**config.mk**
```make
export PLATFORM = sky130hd
export DESIGN_NAME = fprog_spi
export DESIGN_NICKNAME = d
export VERILOG_FILES = /design/src/rtl/fprog_pkg.sv /design/src/rtl/fprog_sync.sv /design/src/rtl/fprog_ctrl.sv /design/src/rtl/fprog_spi.sv
export SDC_FILE = /design/constraint.sdc
export NUM_CORES = 1
export LEC_CHECK = 0
export ABC_AREA = 1
export BUFFER_PORTS_ARGS = -buffer_cell sky130_fd_sc_hd__buf_4
export CAP_MARGIN = 20
export CORE_MARGIN = 2
export CORE_UTILIZATION = 35
export CTS_CLUSTER_DIAMETER = 80
export DETAILED_ROUTE_END_ITERATION = 7
export GPL_ROUTABILITY_DRIVEN = 0
export SLEW_MARGIN = 15
export SYNTH_ARGS = -nofsm -noshare
export SYNTH_HDL_FRONTEND = slang
export SYNTH_HIERARCHICAL = 1
export SYNTH_SLANG_ARGS = --single-unit
```
**constraint.sdc**
```tcl
create_clock -name clk -period 2.5 [get_ports clk]
set_clock_uncertainty 0.2 [all_clocks]
set_input_delay 0.375 -clock clk [delete_from_list [all_inputs] [get_ports clk]]
set_output_delay 0.375 -clock clk [all_outputs]
set_load 0.005 [all_outputs]
```
**src/rtl/fprog_pkg.sv**
```systemverilog
package fprog_pkg;
    parameter int ADDR_W = 16;
    parameter int DATA_W = 8;

    localparam int LATCH_BIT = 5;
    localparam int INFO_BIT  = 3;
    localparam logic [DATA_W-1:0] LATCH_MASK = DATA_W'(1) << LATCH_BIT;

    localparam logic [7:0] OP_ENA   = 8'h06;
    localparam logic [7:0] OP_DIS   = 8'h04;
    localparam logic [7:0] OP_RSTAT = 8'h05;
    localparam logic [7:0] OP_WSTAT = 8'h01;
    localparam logic [7:0] OP_READ  = 8'h03;
    localparam logic [7:0] OP_WRITE = 8'h02;
    localparam logic [7:0] OP_ERASE = 8'h52;

    typedef enum logic [2:0] {
        PH_CMD,
        PH_STAT_IN,
        PH_ADDR_LO,
        PH_ADDR_HI,
        PH_STREAM,
        PH_SKIP
    } phase_t;

    typedef struct packed {
        phase_t              phase;
        logic [2:0]          bit_cnt;
        logic [DATA_W-2:0]   shin;
        logic [DATA_W-1:0]   tx;
        logic                miso;
        logic [DATA_W-1:0]   stat;
        logic [ADDR_W-1:0]   addr;
        logic                rd_main;
        logic                rd_info;
        logic                load;
        logic                info_sel;
        logic                prog_seen;
        logic                strobe;
        logic                kind;
    } ctrl_state_t;
endpackage

```
**src/rtl/fprog_sync.sv**
```systemverilog
module fprog_sync #(
    parameter int             W       = 3,
    parameter int             STAGES  = 2,
    parameter logic [W-1:0]   RST_VAL = '0
) (
    input  logic         clk,
    input  logic         rst_n,
    input  logic [W-1:0] din,
    output logic [W-1:0] lvl,
    output logic [W-1:0] prev
);
    logic [STAGES:0][W-1:0] chain_q;

    always_ff @(posedge clk or negedge rst_n) begin
        if (!rst_n) chain_q <= {(STAGES+1){RST_VAL}};
        else        chain_q <= {chain_q[STAGES-1:0], din};
    end

    assign lvl  = chain_q[STAGES-1];
    assign prev = chain_q[STAGES];
endmodule

```
**src/rtl/fprog_ctrl.sv**
```systemverilog
module fprog_ctrl
    import fprog_pkg::*;
(
    input  logic              clk,
    input  logic              rst_n,
    input  logic              sck_rise,
    input  logic              sck_fall,
    input  logic              csn_hi,
    input  logic              csn_rise,
    input  logic              mosi,
    input  logic [DATA_W-1:0] main_data,
    input  logic [DATA_W-1:0] info_data,
    output logic              miso,
    output logic              rd_main,
    output logic              rd_info,
    output logic [ADDR_W-1:0] rd_addr,
    output logic              strobe,
    output logic              kind,
    output logic [DATA_W-1:0] status
);
    ctrl_state_t q, d;
    logic [DATA_W-1:0] byte_in;

    assign byte_in = {q.shin, mosi};

    always_comb begin
        d         = q;
        d.strobe  = 1'b0;
        d.rd_main = 1'b0;
        d.rd_info = 1'b0;
        d.load    = q.rd_main | q.rd_info;
        if (q.load) d.tx = q.info_sel ? info_data : main_data;

        if (csn_hi) begin
            d.phase     = PH_CMD;
            d.bit_cnt   = '0;
            d.miso      = 1'b0;
            d.prog_seen = 1'b0;
            if (csn_rise && q.prog_seen) d.stat[LATCH_BIT] = 1'b0;
        end else begin
            if (sck_fall) begin
                d.miso = q.tx[DATA_W-1];
                d.tx   = {q.tx[DATA_W-2:0], 1'b0};
            end
            if (sck_rise) begin
                d.bit_cnt = q.bit_cnt + 3'd1;
                d.shin    = byte_in[DATA_W-2:0];
                if (q.bit_cnt == 3'd7) begin
                    unique case (q.phase)
                        PH_CMD: begin
                            d.phase = PH_SKIP;
                            case (byte_in)
                                OP_ENA:   d.stat[LATCH_BIT] = 1'b1;
                                OP_DIS:   d.stat[LATCH_BIT] = 1'b0;
                                OP_RSTAT: d.tx = q.stat;
                                OP_WSTAT: d.phase = PH_STAT_IN;
                                OP_READ:  d.phase = PH_ADDR_LO;
                                OP_WRITE, OP_ERASE: begin
                                    d.prog_seen = 1'b1;
                                    d.strobe    = q.stat[LATCH_BIT];
                                    d.kind      = (byte_in == OP_ERASE);
                                end
                                default: ;
                            endcase
                        end
                        PH_STAT_IN: begin
                            d.stat  = (byte_in & ~LATCH_MASK) | (q.stat & LATCH_MASK);
                            d.phase = PH_SKIP;
                        end
                        PH_ADDR_LO: begin
                            d.addr[7:0] = byte_in;
                            d.phase     = PH_ADDR_HI;
                        end
                        PH_ADDR_HI: begin
                            d.addr     = {byte_in, q.addr[7:0]};
                            d.phase    = PH_STREAM;
                            d.info_sel = q.stat[INFO_BIT];
                            d.rd_info  = q.stat[INFO_BIT];
                            d.rd_main  = !q.stat[INFO_BIT];
                        end
                        PH_STREAM: begin
                            d.addr     = q.addr + ADDR_W'(1);
                            d.info_sel = q.stat[INFO_BIT];
                            d.rd_info  = q.stat[INFO_BIT];
                            d.rd_main  = !q.stat[INFO_BIT];
                        end
                        default: ;
                    endcase
                end
            end
        end
    end

    always_ff @(posedge clk or negedge rst_n) begin
        if (!rst_n) begin
            q       <= '0;
            q.phase <= PH_CMD;
        end else begin
            q <= d;
        end
    end

    assign miso    = q.miso;
    assign rd_main = q.rd_main;
    assign rd_info = q.rd_info;
    assign rd_addr = q.addr;
    assign strobe  = q.strobe;
    assign kind    = q.kind;
    assign status  = q.stat;
endmodule

```
**src/rtl/fprog_spi.sv**
```systemverilog
module fprog_spi
    import fprog_pkg::*;
#(
    parameter int SYNC_STAGES = 2
) (
    input  logic              clk,
    input  logic              rst_n,
    input  logic              spi_csn,
    input  logic              spi_sck,
    input  logic              spi_mosi,
    output logic              spi_miso,
    output logic              main_rd_en,
    output logic              info_rd_en,
    output logic [ADDR_W-1:0] mem_rd_addr,
    input  logic [DATA_W-1:0] main_rd_data,
    input  logic [DATA_W-1:0] info_rd_data,
    output logic              prog_strobe,
    output logic              prog_kind
);
    localparam int PIN_N = 3;

    logic [PIN_N-1:0]  pin_lvl, pin_prev;
    logic              csn_lvl;
    logic [DATA_W-1:0] status_w;

    fprog_sync #(
        .W       (PIN_N),
        .STAGES  (SYNC_STAGES),
        .RST_VAL (3'b100)
    ) u_sync (
        .clk  (clk),
        .rst_n(rst_n),
        .din  ({spi_csn, spi_sck, spi_mosi}),
        .lvl  (pin_lvl),
        .prev (pin_prev)
    );

    assign csn_lvl = pin_lvl[2];

    fprog_ctrl u_ctrl (
        .clk      (clk),
        .rst_n    (rst_n),
        .sck_rise (pin_lvl[1] & ~pin_prev[1]),
        .sck_fall (~pin_lvl[1] & pin_prev[1]),
        .csn_hi   (csn_lvl),
        .csn_rise (csn_lvl & ~pin_prev[2]),
        .mosi     (pin_lvl[0]),
        .main_data(main_rd_data),
        .info_data(info_rd_data),
        .miso     (spi_miso),
        .rd_main  (main_rd_en),
        .rd_info  (info_rd_en),
        .rd_addr  (mem_rd_addr),
        .strobe   (prog_strobe),
        .kind     (prog_kind),
        .status   (status_w)
    );
endmodule

```
# Word level (Yosys, flattened, before mapping)
# Cells that the tools add are included.
dict set report word_totals {
  ff_bits 62
  elab_cells 97
}
dict set report classes {
  reduce_logical 23
  n_addsub 2
  muxes 30
  bitwise_logic 9
  eq_ne 14
}
# cell count
set op_table {}
lappend op_table {{2-to-1 mux 24 bit} 2}
lappend op_table {{2-to-1 mux 8 bit} 6}
lappend op_table {{case mux 8 bit (2 select lines)} 2}
lappend op_table {{== test 8 x 3 -> 1 bit, second input constant} 3}
lappend op_table {{2-to-1 mux 21 bit} 1}
lappend op_table {{AND reduction 4 bit} 5}
lappend op_table {{adder 16 x 1 -> 16 bit, second input constant} 1}
lappend op_table {{== test 8 x 2 -> 1 bit, second input constant} 2}
lappend op_table {{2-to-1 mux 3 bit} 5}
lappend op_table {{nonzero test 2 bit} 7}
lappend op_table {{case mux 3 bit (4 select lines)} 1}
lappend op_table {{AND reduction 5 bit} 2}
lappend op_table {{2-to-1 mux 9 bit} 1}
lappend op_table {{== test 8 x 1 -> 1 bit, second input constant} 1}
lappend op_table {{== test 8 x 7 -> 1 bit, second input constant} 1}
lappend op_table {{bitwise OR 8 x 6 -> 8 bit} 1}
lappend op_table {{== test 3 x 2 -> 1 bit, second input constant} 2}
lappend op_table {{== test 3 bit, second input constant} 2}
lappend op_table {{2-to-1 mux 2 bit} 3}
lappend op_table {{2-to-1 mux 6 bit} 1}
lappend op_table {{case mux 3 bit (2 select lines)} 1}
lappend op_table {{2-to-1 mux 5 bit} 1}
lappend op_table {{nonzero test 5 bit} 1}
lappend op_table {{2-to-1 mux 1 bit} 4}
lappend op_table {{15 further kinds} 22}

# Depth between registers and ports, before layout
# Gate-level depths: netlist of the first run.
dict set report depth {
  word_depth 8
  depth_mapped 12
}

# Cells and area by module
# The synthesis of the first run kept the hierarchy.
# module cells_per_inst instances seq_area_each_um2 area_per_inst_um2
set by_module_without_submodules {}
lappend by_module_without_submodules {fprog_ctrl 437 1 1326.3 3130.5}
lappend by_module_without_submodules {fprog_sync 15 1 229.0 274.0}
lappend by_module_without_submodules {fprog_spi 6 1 0.0 22.5}

# Least setup slack after synthesis of the first run
# No wires, ideal clock.
dict set report synth_timing {
  kind {register -> register}
  from {register u_sync.chain_q, in the netlist u_sync/prev[1]}
  to {register u_ctrl.q, in the netlist u_ctrl/rd_addr[6]}
  synth_period_minus_slack_ns 1.835
  path_stages_with_launch 11
  setup_slack_ns 0.665
  t_required_ns 2.183
  arrival_ns 1.517
  path_buffers 2
  path_cell_list {dfrtp_1 > buf_4 > nor2_1 > nand2_1 > nor2_2 > inv_2 > a21oi_2 > buf_4 > o21ai_2 > o21ai_1 > inv_1}
}
dict set report synth_via {
  elab_chain_cells 3
}
# item line_no
set synth_lines {}
lappend synth_lines {{start, declared} fprog_sync.sv:12} ;# logic [STAGES:0][W-1:0] chain_q;
lappend synth_lines {{start signal, assigned} fprog_sync.sv:15} ;# if (!rst_n) chain_q <= {(STAGES+1){RST_VAL}};
lappend synth_lines {{start signal, assigned} fprog_sync.sv:16} ;# else chain_q <= {chain_q[STAGES-1:0], din};
lappend synth_lines {{NOT 1 bit} fprog_spi.sv:43} ;# .sck_rise (pin_lvl[1] & ~pin_prev[1]),
lappend synth_lines {{bitwise AND 1 bit} fprog_spi.sv:43}
lappend synth_lines {{AND reduction 4 bit (no line)} --}
lappend synth_lines {{end, declared} fprog_ctrl.sv:21} ;# ctrl_state_t q, d;
# No other way between the ends.
# A chain may end at the register's enable or synchronous reset.

# Final worst setup path of the first run
dict set report layout_timing {
  from {register u_sync.chain_q, in the netlist u_sync/prev[1]}
  to {register u_ctrl.q, in the netlist u_ctrl/rd_addr[4]}
}
# Same word-level chain as after synthesis.

==> results of run 1 <==
[sequential cells by signal, summed over array words and instances, names as in the netlist]
register,cells
u_ctrl/strobe,1
u_ctrl/status,8
u_ctrl/miso,1
u_ctrl/rd_main,1
u_sync/prev,2
u_ctrl/rd_addr,16
u_ctrl/byte_in,7
u_ctrl/kind,1
u_sync/lvl,3
u_ctrl/q,17
u_ctrl/rd_info,1
u_sync/chain_q,3
[per-stage QoR]
step | hold WS (ns) | cell area, sq um | total power (uW) | setup slack [ns]
floorplan | -0.121 | 3330 | 1250 | 0.665
global placement | 0.133 | 3600 | 1350 | 0.520
detailed placement | 0.137 | 3600 | 1350 | 0.417
CTS | 0.152 | 3820 | 2160 | 0.397
global route | 0.157 | 3820 | 2230 | 0.189
finish | 0.149 | 3820 | 2120 | 0.412
[what timing repair did]
item	CTS	global route
endpoints found under the hold margin	61	0
resized for setup	0	0
hold buffers	4	0
setup buffers	0	0
[critical path, stage by stage, from the launching register on]
cell and delay, ns:
dfrtp_1 0.39, nor2_1 0.29, nand2_1 0.15, nor2_2 0.19
inv_2 0.07, a21oi_2 0.26, inv_1 0.16, a21oi_1 0.17
a21oi_1 0.09
[how the worst max path moves through the flow]
stage / start / endpoint / slack [ns] / cells after the start
2_1_floorplan: u_sync/prev[1] / u_ctrl/rd_addr[6] / 0.67 / 10
3_3_place_gp: u_sync/lvl[1] / u_ctrl/rd_addr[4] / 0.52 / 9
3_5_place_dp: u_sync/lvl[1] / u_ctrl/rd_addr[4] / 0.42 / 9
4_1_cts: u_sync/prev[1] / u_ctrl/rd_addr[4] / 0.40 / 8
5_1_grt: u_sync/lvl[1] / u_ctrl/rd_addr[3] / 0.19 / 9
6_report: u_sync/prev[1] / u_ctrl/rd_addr[4] / 0.41 / 8
[where the power goes]
group          switching (uW)  leakage [uW]  total [uW]  internal (uW)
registers                54.1      0.000798        1100           1050
logic                     149      0.000966         240           90.5
clock network             398     0.0000880         781            382
[per-layer routing]
metal | global-route usage [%] | part of all wire, % | wire (um) | up-vias
li1 | - | - | - | 1478
met5 | 0 | 0 | 0 | -
met3 | 3.45 | 4.8 | 377 | 6
met1 | 22.5 | 48 | 3830 | 1313
met2 | 25.6 | 46 | 3620 | 66
met4 | 4.99 | 0.94 | 74 | 0
[final cells by class]
cell class,instances,area (sq um),area share [%]
sequential,61,1530,40.1
tap,129,161,4.23
clock buffer,10,138,3.60
multi-input combinational,309,1410,36.8
timing repair buffer,48,370,9.70
inverter,47,176,4.62
clock inverter,6,38.8,1.02
==> results.yml, run 1 <==
die:
  die_width_um: 102
  starting_density_of_the_core_pct: 36.1
  die_h_um: 102
  design.die.area_sq_um: 10300
  core_region_area_sq_um: 9240
  num_io_pins: 42
  fp-row-count: 35
drt:
  drt_first_pass_iters: 5
  ant_nets: 0
  drt_first_iter_violations: 223
  drt_wl_total_mm: 7.89
  drcViolationCount: 0
  route.vias.total: 2863
  wl_per_cell_um: 12.9
  via_per_inst: 4.69
hold_path:
  hold_path_class: "reg2reg"
  worst_hold_path.endpoint: "u_sync/lvl[1]"
  min-delay-start: "u_sync/chain_q[1]"
  holdPathStages: 0
global_routing:
  number_of_global_route_vias_before_repair: 2756
  grt_start_max_net_pins: 62
  globalRouteOverflowTotal: 0
  grt_first_pass_wirelength_mm: 13.2
  grtUsageTotal_pct: 16.3
  number_of_antenna_violations_at_the_first_check_in_global_routing: 0
timing:
  count_of_final_hold_check_violations: 0
  grt_setup_unrepaired: "false"
  post-route-min-period_ns: 2.09
  timing_worst_slew_pin_value_ns: 0.798
  maximum_frequency_from_static_timing_analysis_ghz: 0.479
  final_max_slew_viol_count: 0
  setup_violations: 0
  slew_headroom_pct: 46.8
  min_period_over_period_pct: 83.5
  totalNegativeSetupSlack_ns: 0
setup_path:
  r2r.worst_path.cells: 8
  worstSetupEndpointType: "flip-flop"
  criticalPathCategory: "reg2reg"
  critPathRequiredTime_ns: 2.52
  rr_startpoint: "u_sync/prev[1]"
  worstReg2RegEnd: "u_ctrl/rd_addr[4]"
  rrSetupSlack_ns: 0.41
  crit_arrival_ns: 2.10
  timing.critical_path.from_type: "flip-flop"
  critical_path.max_fanout: 6
placement:
  port_buffers: 41
  place_inst: 590
  detailedPlacementHpwl_mm: 5.72
layout:
  num-fill-cells: 967
  final_layout_net_count: 500
  final_core_utilization_pct: 41.3
  antenna_cells: 0
  area.growth.synth_to_final_pct: 14.6
  fraction_of_final_layout_cells_sized_beyond_drive_strength_1_pct: 17.3
  final-instance-count-excl-fill: 610
  mostFrequentLayoutCell: "nand2_1"
  mostFrequentLayoutCells: "115 x nand2_1, 63 x nor2_1, 58 x dfrtp_1, 44 x buf_4, 39 x o21ai_0"
logic_synthesis:
  ys_warn_count: 6
  synthesis.nets: 472
  synthesis.instances: 448
  synth_area_per_cell_sq_um: 7.44
  netlist_area_sq_um: 3330
clocking:
  clock_tree.htree_level_count: 3
  cts_root_buf: "clkbuf_8"
  worst_skew_pair.late_latency_ns: 0.34
  clkSinkCount: 61
  cts-buffers-inserted: 9
  max_buffers_root_to_sink: 2
  cts_tree: "done"
  worst_setup_hold_path_clk_slew_ns: 0.07
job:
  cap_violations: 0
run_status:
  run_status: "complete, no violations"
power_and_ir_drop:
  cellLeakagePower_uw: 0.00185
  max-vdd-ir-drop_v: 0.000196
  power_density_nw_per_um2: 555
Note: power is estimated with default switching activity, not from simulation.
==> inputs of run 2 (changes only) <==
Clock period 2.5 ns to 1.83 ns, I/O delays scaled along.
==> results.yml, run 2 (same netlist as run 1, synthesis figures left out) <==
run_status:
  run_status: "complete, no violations"
clocking:
  cts_root_buf: "clkbuf_8"
  cts_tree: "done"
  worst_skew_pair.late_latency_ns: 0.34
  clkSinkCount: 61
  worst_setup_hold_path_clk_slew_ns: 0.07
  max_buffers_root_to_sink: 2
  clock_tree.htree_level_count: 3
  cts-buffers-inserted: 9
  postCtsSetupBuffers: 0
setup_path:
  timing.critical_path.from_type: "flip-flop"
  critPathBufInv: 3
  rr_startpoint: "u_ctrl/q[47]"
  timing.critical_path.slowest_stage_cell: "dfrtp_1"
  critPathRequiredTime_ns: 1.87
  crit_arrival_ns: 1.83
  cp_top_family: "flip-flops"
  worstSetupEndpointType: "flip-flop"
  criticalPathCategory: "reg2reg"
  worst_setup_path_startpoint: "u_ctrl/q[47]"
  slowest_delay_ns: 0.35
  critical_path.max_fanout: 4
  critical_path.cell_chain: "ha_2 -> ha_4 -> nand2_4 -> nor2_4 -> inv_2 -> a21oi_4 -> buf_6 -> o21ai_4 -> o21ai_2 -> inv_1"
layout:
  num-fill-cells: 912
  top_register: "u_ctrl/q"
  fraction_of_final_layout_cells_sized_beyond_drive_strength_1_pct: 25.1
  final-instance-count-excl-fill: 634
  mostFrequentLayoutCells: "111 x nand2_1, 66 x buf_4, 58 x dfrtp_1, 56 x nor2_1, 37 x inv_1"
  postLayoutCellArea_sq_um: 4180
  mostFrequentLayoutCell: "nand2_1"
  largest_reg_flops: 17
  final_layout_net_count: 524
  antenna_cells: 0
  area.growth.synth_to_final_pct: 25.3
timing:
  slew_headroom_pct: 72.4
  setup_violations: 0
  maximum_frequency_from_static_timing_analysis_ghz: 0.559
  count_of_final_hold_check_violations: 0
  timing_worst_slew_pin_value_ns: 0.414
  min_period_over_period_pct: 97.7
  post-route-min-period_ns: 1.79
  final_max_slew_viol_count: 0
  fin_worst_setup_slack_ns: 0.0422
  grt_setup_unrepaired: "true"
  holdWs_ns: 0.0987
power_and_ir_drop:
  power_density_nw_per_um2: 773
  max-vdd-ir-drop_v: 0.000387
  cellLeakagePower_uw: 0.00201
  fin_total_pwr_uw: 3230
drt:
  ant_nets: 0
  wl_per_cell_um: 12.5
  route.vias.total: 2959
  via_per_inst: 4.67
  drcViolationCount: 0
  drt_first_iter_violations: 168
  drt_first_pass_iters: 4
  drt_wl_total_mm: 7.94
global_routing:
  globalRouteOverflowTotal: 0
  number_of_global_route_vias_before_repair: 2783
  number_of_antenna_violations_at_the_first_check_in_global_routing: 0
  grtUsageTotal_pct: 16.6
  grt_start_max_net_pins: 35
  grt_first_pass_wirelength_mm: 13.2
die:
  die_h_um: 102
  num_io_pins: 42
  starting_density_of_the_core_pct: 36.1
  design.die.area_sq_um: 10300
  fp-row-count: 35
  core_region_area_sq_um: 9240
  die_width_um: 102
placement:
  placedInstanceArea_sq_um: 3800
  detailedPlacementHpwl_mm: 5.83
  preCtsSetupSlack_ns: -0.00169
  place_inst: 614
  port_buffers: 41
hold_path:
  hold_path_class: "in2async"
job:
  cap_violations: 0
==> run 2: changes by cell type in the layout (fill, tap and decap cells not counted), moves of 4 or more <==
cell / before / now
nor2_4: 1 / 6
o21ai_1: 3 / 9
o21ai_0: 39 / 32
buf_4: 44 / 66
nor2_1: 63 / 56
nand2_1: 115 / 111
==> run 2: worst paths after layout <==
check | end | slack (ns) | cells past startpoint
setup / recovery | u_ctrl/rd_addr[6] | 0.04 | 10
setup reg to reg | u_ctrl/rd_addr[6] | 0.04 | 10
min in group clk | u_ctrl/q[33] | 0.13 | 5
hold reg to reg | u_sync/lvl[0] | 0.15 | 0
hold / removal | u_ctrl/rd_addr[4] | 0.1 | 2
max in group asynchronous | u_ctrl/byte_in[3] | 0.84 | 3
==> run 2: cell type report <==
| class | instances | area (sq um) | area share (%) |
|---|---|---|---|
| clock buffer | 9 | 124 | 2.96 |
| timing repair buffer | 72 | 567 | 13.6 |
| sequential | 61 | 1530 | 36.6 |
| tap | 129 | 161 | 3.86 |
| inverter | 47 | 179 | 4.28 |
| multi-input combinational | 309 | 1530 | 36.5 |
| clock inverter | 7 | 90.1 | 2.16 |
==> run 2: report_power, final <==
| part | switching (uW) | leakage [uW] | internal, uW |
|---|---|---|---|
| Combinational | 259 | 0.00110 | 182 |
| Sequential | 57.0 | 0.000798 | 1430 |
| Clock | 542 | 0.000105 | 758 |
==> run 2: timing repair <==
item | CTS | global route
setup endpoints to repair | 6 | 24
resized for setup | 2 | 37
pin swaps | 0 | 4
endpoints found under the hold margin | 63 | 0
hold buffers | 4 | 0
==> run 2: metrics by stage <==
step	setup TNS, ns	util (%)
final	0	45.2
after detailed placement	-0.00169	41.1
after global routing	-0.368	45.2
after global placement	0	41.1
after floorplan	0	-
after CTS	-0.00981	44.0
==> run 2: layer usage <==
metal	wire length [um]	GRT usage [%]	up-vias
li1	-	-	1525
met1	3680	21.9	1349
met2	3690	26.3	76
met3	455	4.28	9
met4	117	5.93	0
met5	0	0	-
==> inputs of run 3 (changes only) <==
Settings changed: ABC_AREA 1 to not set.
==> results.yml, run 3 <==
clocking:
  cts-buffers-inserted: 9
  cts_tree: "done"
  max_buffers_root_to_sink: 2
  worst_setup_hold_path_clk_slew_ns: 0.07
  cts_root_buf: "clkbuf_8"
  clkSinkCount: 61
  worst_skew_pair.late_latency_ns: 0.34
  clock_tree.htree_level_count: 3
run_status:
  run_status: "complete, but fails checks"
  failing_checks: "negative setup slack"
die:
  num_io_pins: 42
  die_h_um: 101
  design.die.area_sq_um: 10100
  fp-row-count: 35
  die_width_um: 101
  starting_density_of_the_core_pct: 35.7
  core_region_area_sq_um: 9150
setup_path:
  worst_setup_path_startpoint: "u_ctrl/q[48]"
  worstReg2RegEnd: "u_ctrl/status[4]"
  worstSetupEndpointType: "flip-flop"
  slowest_delay_ns: 0.56
  criticalPathCategory: "reg2reg"
  critical_path.cell_chain: "ha_2 -> ha_4 -> nand3b_4 -> or4b_4 -> mux2_1"
  timing.critical_path.from_type: "flip-flop"
  crit_arrival_ns: 2.02
  timing.critical_path.slowest_stage_cell: "or4b_4"
  rr_startpoint: "u_ctrl/q[48]"
  rrSetupSlack_ns: -0.17
  critical_path.max_fanout: 7
  critPathRequiredTime_ns: 1.85
  r2r.worst_path.cells: 5
placement:
  port_buffers: 41
  detailedPlacementHpwl_mm: 5.49
timing:
  post-route-min-period_ns: 2.00
  fin_worst_setup_slack_ns: -0.171
  count_of_final_hold_check_violations: 0
  holdWs_ns: 0.151
  slew_headroom_pct: 68.7
  grt_setup_unrepaired: "true"
  setup_violations: 23
  timing_worst_slew_pin_value_ns: 0.469
  maximum_frequency_from_static_timing_analysis_ghz: 0.500
  final_max_slew_viol_count: 0
  min_period_over_period_pct: 109
hold_path:
  worst_hold_path.endpoint: "u_sync/lvl[1]"
  holdPathStages: 0
  hold_path_class: "reg2reg"
  min-delay-start: "u_sync/chain_q[1]"
drt:
  drcViolationCount: 0
  via_per_inst: 5.33
  drt_first_pass_iters: 4
  ant_nets: 0
  drt_wl_total_mm: 8.21
  drt_first_iter_violations: 134
  wl_per_cell_um: 15.6
  route.vias.total: 2813
layout:
  num-fill-cells: 839
  area.growth.synth_to_final_pct: 37.6
  multi_input_comb_area_sq_um: 1710
  top_register: "u_ctrl/q"
  final_core_utilization_pct: 49.1
  final_layout_net_count: 436
  antenna_cells: 0
  seq_area_sq_um: 1530
  mostFrequentLayoutCells: "100 x buf_4, 58 x dfrtp_1, 33 x nand2_1, 15 x mux2i_1, 15 x o21ai_0"
  fraction_of_final_layout_cells_sized_beyond_drive_strength_1_pct: 46.0
  largest_reg_flops: 17
  mostFrequentLayoutCell: "buf_4"
logic_synthesis:
  synthesis.instances: 328
  synthesis.nets: 352
  netlist_area_sq_um: 3270
  synth_area_per_cell_sq_um: 9.96
  ys_warn_count: 6
power_and_ir_drop:
  cellLeakagePower_uw: 0.00200
  max-vdd-ir-drop_v: 0.000312
  power_density_nw_per_um2: 746
global_routing:
  grt_start_max_net_pins: 28
  grt_first_pass_wirelength_mm: 13.4
  number_of_global_route_vias_before_repair: 2702
  grtUsageTotal_pct: 16.9
  globalRouteOverflowTotal: 0
  number_of_antenna_violations_at_the_first_check_in_global_routing: 0
job:
  cap_violations: 0
-- run 3: metal layers --
layer  vias up  share of wire, %  track usage (%)
li1       1339                 -                -
met1      1390                47             23.6
met2        70                48             26.7
met3        14               3.5             3.61
met4         0               1.1             4.74
met5         -                 0                0
-- run 3: worst max-delay path, delay by kind of cell, from the launching register on --
kind          cells  cell delay, ns
simple gates      2            0.64
flops             1            0.36
mux               1            0.34
fa+ha+maj         2            0.34
-- run 3: worst max-delay path by stage --
| stage | slack [ns] | cells after the start | endpoint |
|---|---|---|---|
| after floorplan | -0.25 | 7 | u_ctrl/status[0] |
| after global placement | -0.24 | 5 | u_ctrl/status[1] |
| after detailed placement | -0.28 | 5 | u_ctrl/status[4] |
| after CTS | -0.17 | 5 | u_ctrl/status[4] |
| after global routing | -0.23 | 5 | u_ctrl/status[4] |
| final | -0.17 | 5 | u_ctrl/status[4] |
-- run 3: area by class of cell --
class                      instances  share of cell area [%]
inverter                           4                   0.334
tap                              111                    3.09
timing repair buffer             114                    20.7
multi-input combinational        222                    38.0
sequential                        61                    34.0
clock inverter                     7                    1.11
clock buffer                       9                    2.75
-- run 3: timing repair --
action                     CTS  global route
setup buffers               11             6
pin swaps                    9            13
hold buffers                 4             0
setup endpoints to repair   32            43
resized for setup           27            29
hold endpoints to repair    64             0
cloned                       1             0
-- run 3: per-stage QoR --
stage / total power [uW] / setup slack (ns) / cell area (sq um) / TNS, ns / cells
finish: 3350 / -0.171 / 4500 / -1.48 / 528
global route: 3500 / -0.231 / 4500 / -3.43 / 528
CTS: 3340 / -0.174 / 4340 / -1.59 / 522
detailed placement: 2210 / -0.279 / 3910 / -4.48 / 490
global placement: 2190 / -0.243 / 3910 / -3.77 / 490
floorplan: 1870 / -0.251 / 3320 / -2.08 / 328
-- run 3: power breakdown --
group          internal [uW]  switching, uW  total (uW)
logic                    361            372         733
registers               1450           97.4        1550
clock network            495            579        1070
total                   2310           1050        3350
